$ cat config.mk
export PLATFORM = sky130hd
export DESIGN_NAME = clkreg_shadow
export DESIGN_NICKNAME = d
export VERILOG_FILES = /design/src/rtl/clkreg_pkg.sv /design/src/rtl/clkreg_ctrl.sv /design/src/rtl/clkreg_bank.sv /design/src/rtl/clkreg_loadout.sv /design/src/rtl/clkreg_shadow.sv
export SDC_FILE = /design/constraint.sdc
export NUM_CORES = 1
export LEC_CHECK = 0
export ABC_CLOCK_PERIOD_IN_PS = 2900
export BUFFER_PORTS_ARGS = -buffer_cell sky130_fd_sc_hd__buf_4
export CAP_MARGIN = 25
export CORE_UTILIZATION = 40
export DETAILED_ROUTE_END_ITERATION = 8
export PLACE_DENSITY_LB_ADDON = 0.3
export SYNTH_ARGS = -nofsm -noshare
export SYNTH_HDL_FRONTEND = slang
export SYNTH_SLANG_ARGS = --single-unit
$ cat constraint.sdc
create_clock -name clk -period 2.9 [get_ports clk]
set_input_delay 0.145 -clock clk [delete_from_list [all_inputs] [get_ports clk]]
set_output_delay 0.145 -clock clk [all_outputs]
set_load 0.02 [all_outputs]
$ cat src/rtl/clkreg_pkg.sv
package clkreg_pkg;

    // Control bundle the sequencer hands to the holding bank each cycle
    typedef struct packed {
        logic cap;     // power-fail capture of live counters
        logic snap;    // opening-read snapshot of live counters
        logic clk_wr;  // host write aimed at a clock byte
    } bank_ctl_t;

    typedef enum logic [1:0] {
        ADDR_CLOCK = 2'd0,
        ADDR_HALT  = 2'd1,
        ADDR_OTHER = 2'd2
    } addr_class_e;

    function automatic addr_class_e classify_addr(
        input int unsigned addr,
        input int unsigned num_clk,
        input int unsigned halt_addr
    );
        if (addr < num_clk)
            return ADDR_CLOCK;
        else if (addr == halt_addr)
            return ADDR_HALT;
        else
            return ADDR_OTHER;
    endfunction

endpackage

$ cat src/rtl/clkreg_ctrl.sv
import clkreg_pkg::*;

module clkreg_ctrl #(
    parameter int NUM_CLK_REGS = 8,
    parameter int ADDR_W       = 5,
    parameter int HALT_ADDR    = 12
) (
    input  logic              clk,
    input  logic              rst,
    input  logic              rd_start,
    input  logic              bus_stop,
    input  logic              wr_en,
    input  logic [ADDR_W-1:0] reg_addr,
    input  logic              ht_wbit,
    input  logic              pwr_fail,
    output bank_ctl_t         ctl,
    output logic              fire,
    output logic              halt
);

    logic        pf_q;
    logic        in_xfer;
    logic        wflag;
    logic        halt_q;
    logic        pf_rise;
    addr_class_e cls;

    assign cls     = classify_addr(32'(reg_addr), NUM_CLK_REGS, HALT_ADDR);
    assign pf_rise = pwr_fail && !pf_q;

    always_comb begin
        ctl        = '0;
        ctl.cap    = pf_rise;
        ctl.clk_wr = wr_en && (cls == ADDR_CLOCK) && !pf_rise;
        ctl.snap   = rd_start && !in_xfer && !halt_q && !pf_rise;
    end

    assign fire = bus_stop && (wflag || ctl.clk_wr);
    assign halt = halt_q;

    always_ff @(posedge clk) begin
        if (rst) begin
            pf_q    <= 1'b0;
            in_xfer <= 1'b0;
            wflag   <= 1'b0;
            halt_q  <= 1'b1;
        end else begin
            pf_q <= pwr_fail;

            if (bus_stop)
                in_xfer <= 1'b0;
            else if (rd_start)
                in_xfer <= 1'b1;

            if (bus_stop)
                wflag <= 1'b0;
            else if (ctl.clk_wr)
                wflag <= 1'b1;

            if (pf_rise)
                halt_q <= 1'b1;
            else if (wr_en && (cls == ADDR_HALT))
                halt_q <= ht_wbit;
        end
    end

    AST_FLAG_CLEARED_AT_STOP: assert property (@(posedge clk) disable iff (rst)
        bus_stop |=> !wflag);

    AST_OTHER_ADDR_NO_FLAG: assert property (@(posedge clk) disable iff (rst)
        (!wflag && wr_en && (reg_addr >= ADDR_W'(NUM_CLK_REGS))) |=> !wflag);

endmodule

$ cat src/rtl/clkreg_bank.sv
import clkreg_pkg::*;

module clkreg_bank #(
    parameter int NUM_CLK_REGS = 8,
    parameter int DATA_W       = 8,
    parameter int IDX_W        = 3
) (
    input  logic                               clk,
    input  logic                               rst,
    input  bank_ctl_t                          ctl,
    input  logic [IDX_W-1:0]                   wr_idx,
    input  logic [DATA_W-1:0]                  wr_data,
    input  logic [NUM_CLK_REGS-1:0][DATA_W-1:0] live,
    output logic [NUM_CLK_REGS-1:0][DATA_W-1:0] buf_q,
    output logic [NUM_CLK_REGS-1:0][DATA_W-1:0] buf_nxt
);

    for (genvar g = 0; g < NUM_CLK_REGS; g++) begin : g_byte
        always_comb begin
            buf_nxt[g] = buf_q[g];
            if (ctl.cap || ctl.snap)
                buf_nxt[g] = live[g];
            if (ctl.clk_wr && (wr_idx == IDX_W'(g)))
                buf_nxt[g] = wr_data;
        end

        always_ff @(posedge clk) begin
            if (rst)
                buf_q[g] <= '0;
            else
                buf_q[g] <= buf_nxt[g];
        end
    end

    AST_CAPTURE_TAKES_LIVE: assert property (@(posedge clk) disable iff (rst)
        ctl.cap |=> (buf_q == $past(live)));

endmodule

$ cat src/rtl/clkreg_loadout.sv
module clkreg_loadout #(
    parameter int VEC_W = 64
) (
    input  logic             clk,
    input  logic             rst,
    input  logic             fire,
    input  logic [VEC_W-1:0] vec_in,
    output logic             load_strobe,
    output logic [VEC_W-1:0] load_data
);

    always_ff @(posedge clk) begin
        if (rst) begin
            load_strobe <= 1'b0;
            load_data   <= '0;
        end else begin
            load_strobe <= fire;
            if (fire)
                load_data <= vec_in;
        end
    end

endmodule

$ cat src/rtl/clkreg_shadow.sv
import clkreg_pkg::*;

module clkreg_shadow #(
    parameter int NUM_CLK_REGS = 8,
    parameter int DATA_W       = 8,
    parameter int ADDR_W       = 5,
    parameter int HALT_ADDR    = 12,
    parameter int HALT_BIT     = 6
) (
    input  logic                             clk,
    input  logic                             rst,
    input  logic                             rd_start,
    input  logic                             bus_stop,
    input  logic                             wr_en,
    input  logic [ADDR_W-1:0]                reg_addr,
    input  logic [DATA_W-1:0]                wr_data,
    output logic [DATA_W-1:0]                rd_data,
    input  logic [NUM_CLK_REGS*DATA_W-1:0]   live_cnt,
    input  logic                             pwr_fail,
    output logic                             load_strobe,
    output logic [NUM_CLK_REGS*DATA_W-1:0]   load_data,
    output logic                             halt
);

    localparam int IDX_W = (NUM_CLK_REGS > 1) ? $clog2(NUM_CLK_REGS) : 1;
    localparam int VEC_W = NUM_CLK_REGS * DATA_W;

    bank_ctl_t                             ctl;
    logic                                  fire;
    logic [NUM_CLK_REGS-1:0][DATA_W-1:0]   live_arr;
    logic [NUM_CLK_REGS-1:0][DATA_W-1:0]   buf_q;
    logic [NUM_CLK_REGS-1:0][DATA_W-1:0]   buf_nxt;
    addr_class_e                           rd_cls;

    assign live_arr = live_cnt;

    clkreg_ctrl #(
        .NUM_CLK_REGS (NUM_CLK_REGS),
        .ADDR_W       (ADDR_W),
        .HALT_ADDR    (HALT_ADDR)
    ) u_ctrl (
        .clk      (clk),
        .rst      (rst),
        .rd_start (rd_start),
        .bus_stop (bus_stop),
        .wr_en    (wr_en),
        .reg_addr (reg_addr),
        .ht_wbit  (wr_data[HALT_BIT]),
        .pwr_fail (pwr_fail),
        .ctl      (ctl),
        .fire     (fire),
        .halt     (halt)
    );

    clkreg_bank #(
        .NUM_CLK_REGS (NUM_CLK_REGS),
        .DATA_W       (DATA_W),
        .IDX_W        (IDX_W)
    ) u_bank (
        .clk     (clk),
        .rst     (rst),
        .ctl     (ctl),
        .wr_idx  (reg_addr[IDX_W-1:0]),
        .wr_data (wr_data),
        .live    (live_arr),
        .buf_q   (buf_q),
        .buf_nxt (buf_nxt)
    );

    clkreg_loadout #(
        .VEC_W (VEC_W)
    ) u_load (
        .clk         (clk),
        .rst         (rst),
        .fire        (fire),
        .vec_in      (buf_nxt),
        .load_strobe (load_strobe),
        .load_data   (load_data)
    );

    // Read path: clock bytes from the bank, halt register, zero elsewhere
    assign rd_cls = classify_addr(32'(reg_addr), NUM_CLK_REGS, HALT_ADDR);

    always_comb begin
        rd_data = '0;
        case (rd_cls)
            ADDR_CLOCK: rd_data = buf_q[reg_addr[IDX_W-1:0]];
            ADDR_HALT:  rd_data[HALT_BIT] = halt;
            default:    rd_data = '0;
        endcase
    end

    AST_LOAD_ONLY_AFTER_STOP: assert property (@(posedge clk) disable iff (rst)
        load_strobe |-> $past(bus_stop));

    AST_HALT_ON_POWER_FAIL: assert property (@(posedge clk) disable iff (rst)
        $rose(pwr_fail) |=> halt);

    AST_BANK_FROZEN_WHILE_HALTED: assert property (@(posedge clk) disable iff (rst)
        (halt && !ctl.cap && !ctl.clk_wr) |=> $stable(buf_q));

endmodule

==> results.yml <==
cells_and_area:
  final_common_cell: "buf_4"
  layout_common_cells: "174 x buf_4, 133 x dfxtp_1, 75 x nor2_1, 73 x mux2i_1, 73 x nand3_1"
  fillers: 1496
  nets: 895
  antenna_cells: 0
  multi_input_area_mm2: 0.003687
  drive_gt1_frac: 0.2958
  seqCellArea_mm2: 0.002663
  final_area_mm2: 0.008715
  area_delta_synth_final_pct: 29.15
power_and_ir_drop:
  power_w: 0.004974
  powerDensity_mw_per_mm2: 570.8
  ir_drop_mv: 0.4168
  power_leakage_nw: 3.397
timing:
  fin_tns_setup_ns: 0
  tightest_slew_ns: 0.8856
  report.final.slew_viol_count: 0
  min_period_ns: 2.327
  whs_ns: 0.09007
  period_share: 0.8025
  fmax_ghz: 0.4297
  clock_skew_ns: 0.004855
  setup_viol: 0
  setup_ws_ns: 0.5728
  hold_viol: 0
  relSlewSlack: 0.4074
  rsz0062_at_grt: "no"
die:
  initial_utilization: 0.4083
  io_pins: 157
  dieWidth_um: 131.9
  rows: 47
  dieArea_mm2: 0.01739
  die_y_um: 131.9
  core_area_mm2: 0.01652
worst_setup_path:
  worstSetupStartpointType: "input pin"
  crit_chain: "dlygate4sd3_1, buf_4, nand2b_1, o21ai_4, buf_12, mux2i_1, o311ai_0"
  cp_max_fo: 24
  cp_data_arrival_time_ns: 2.62
  setup.worst_path.class: "in2reg"
  slowest_stage: "dlygate4sd3_1"
  critical_path_required_ns: 3.20
  end_kind: "register"
  slowest_delay_ns: 0.54
clock_tree:
  holdBufCountCts: 3
  cts_root_buf: "clkbuf_16"
  cts_tree: "built"
  numCtsBuffers: 17
  clk_latency_ns: 0.43
  clock-sinks: 133
  h-tree-depth: 4
  cts_max_path_buffers: 2
  clkTransAtPathRegs_ns: 0.06
  cts_setup_buffers: 0
  cts_resized: 0
synthesis:
  synthCells: 696
  synth-seq-area-share: 0.3946
  netlist_area_mm2: 0.006748
  ys_seq_elements: 133
  syn_nets: 779
  syn_area_per_cell_um2: 9.695
  yosysWarnings: 0
  yosysUniqueCellTypes: 36
routing:
  dr.pass1.iters: 6
  detail_route.wirelength_mm: 24.63
  detailroute.via_count: 6436
  drtIter0Drc: 790
  routedWlPerCell_um: 23.57
  routed_via_density: 6.159
  ant_nets: 0
  remaining_drc_errors: 0
hold_path:
  min_path_type: "in2reg"
grt:
  grt_pass1_wl_mm: 37.11
  grt_pass1_vias: 6194
  grt_overflow_total: 0
  antenna_found_initial: 0
  track_usage: 0.2820
  grt_max_degree: 94
placement:
  dp_slack_ns: 0.7074
  dpl_cell_area_mm2: 0.008031
  gp_congestion: 0.9149
  io_buffers: 156
  dp_hpwl_mm: 16.99
run:
  drv_cap: 0
run_status:
  outcome: "complete, no violations"
[cell families (layout without fill, tap and decap cells)]
logic type	Yosys count	after routing	share of synthesized area
simple gates	256	256	0.2147
flops	133	133	0.3946
compound gates	133	133	0.1654
buf+inv	85	214	0.06360
mux	89	89	0.1617
[path summary, 6_finish.rpt]
check | start | end | slack (ns) | depth (start not counted)
setup / recovery | pwr_fail | u_load.load_data[52] | 0.57 | 7
hold / removal | wr_en | u_ctrl.wflag | 0.09 | 3
setup reg to reg | u_ctrl.pf_q | u_load.load_data[52] | 0.61 | 5
hold reg to reg | u_load.load_data[13] | u_load.load_data[13] | 0.51 | 2
[sequential cells by signal, summed over array words and instances, names as in the netlist]
signal and flops:
u_ctrl.pf_q 1, u_ctrl.halt 1, u_load.load_strobe 1, u_bank.buf_q 64, u_ctrl.wflag 1, u_ctrl.in_xfer 1, u_load.load_data 64
[power breakdown]
group	switching [W]	internal [W]
clock network	0.000818	0.00157
logic	0.000352	0.000275
registers	0.0000564	0.00190
[metrics by stage]
step,instances,util
finish,1045,0.5274
global route,1045,0.5274
CTS,1045,0.5274
detailed placement,1010,0.4860
global placement,1010,0.4860
floorplan,696,-
[per-layer routing]
layer / global-route usage / wire, um
met3: 0.07074 / 2516
met1: 0.3797 / 10240
met5: 0 / 0
met4: 0.1214 / 799
met2: 0.4277 / 11080
[cell usage after synthesis, drive strengths merged]
| cell type | number | area [um2] |
|---|---|---|
| dfxtp | 133 | 2663 |
| nor2 | 75 | 281.5 |
| mux2i | 73 | 730.7 |
| nand3 | 73 | 365.4 |
| a211oi | 64 | 520.5 |
| nand3b | 64 | 480.5 |
| o311ai | 64 | 560.5 |
| buf | 49 | 294.0 |
| clkbuf | 36 | 135.1 |
| mux4 | 16 | 360.4 |
| nand2b | 10 | 62.56 |
| nor2b | 10 | 62.56 |
| and3 | 7 | 43.79 |
| nor3 | 3 | 15.01 |
| nor4b | 3 | 38.79 |
| and2 | 2 | 12.51 |
| and4bb | 2 | 25.02 |
| o21ai | 2 | 10.00 |
| a31oi | 1 | 6.260 |
| a32o | 1 | 10.01 |
| a32oi | 1 | 8.760 |
| and2b | 1 | 8.760 |
| and4b | 1 | 10.01 |
| nand2 | 1 | 3.750 |
| nand4bb | 1 | 11.26 |
| nor4bb | 1 | 10.01 |
| or2 | 1 | 6.260 |
| or3 | 1 | 11.26 |
[critical path, delay by kind of cell]
kind | cells | cell delay, ns
AO/OA/AOI/OAI | 2 | 0.82
buffers and inverters | 3 | 0.98
multiplexers | 1 | 0.15
AND/OR/NAND/NOR | 1 | 0.49
[cell type report]
type,count,area share
timing repair buffer,182,0.1648
clock buffer,23,0.05829
sequential,133,0.3055
tap,220,0.03159
clock inverter,9,0.01665
multi-input combinational,478,0.4231
Note: power is estimated with default switching activity, not from simulation.
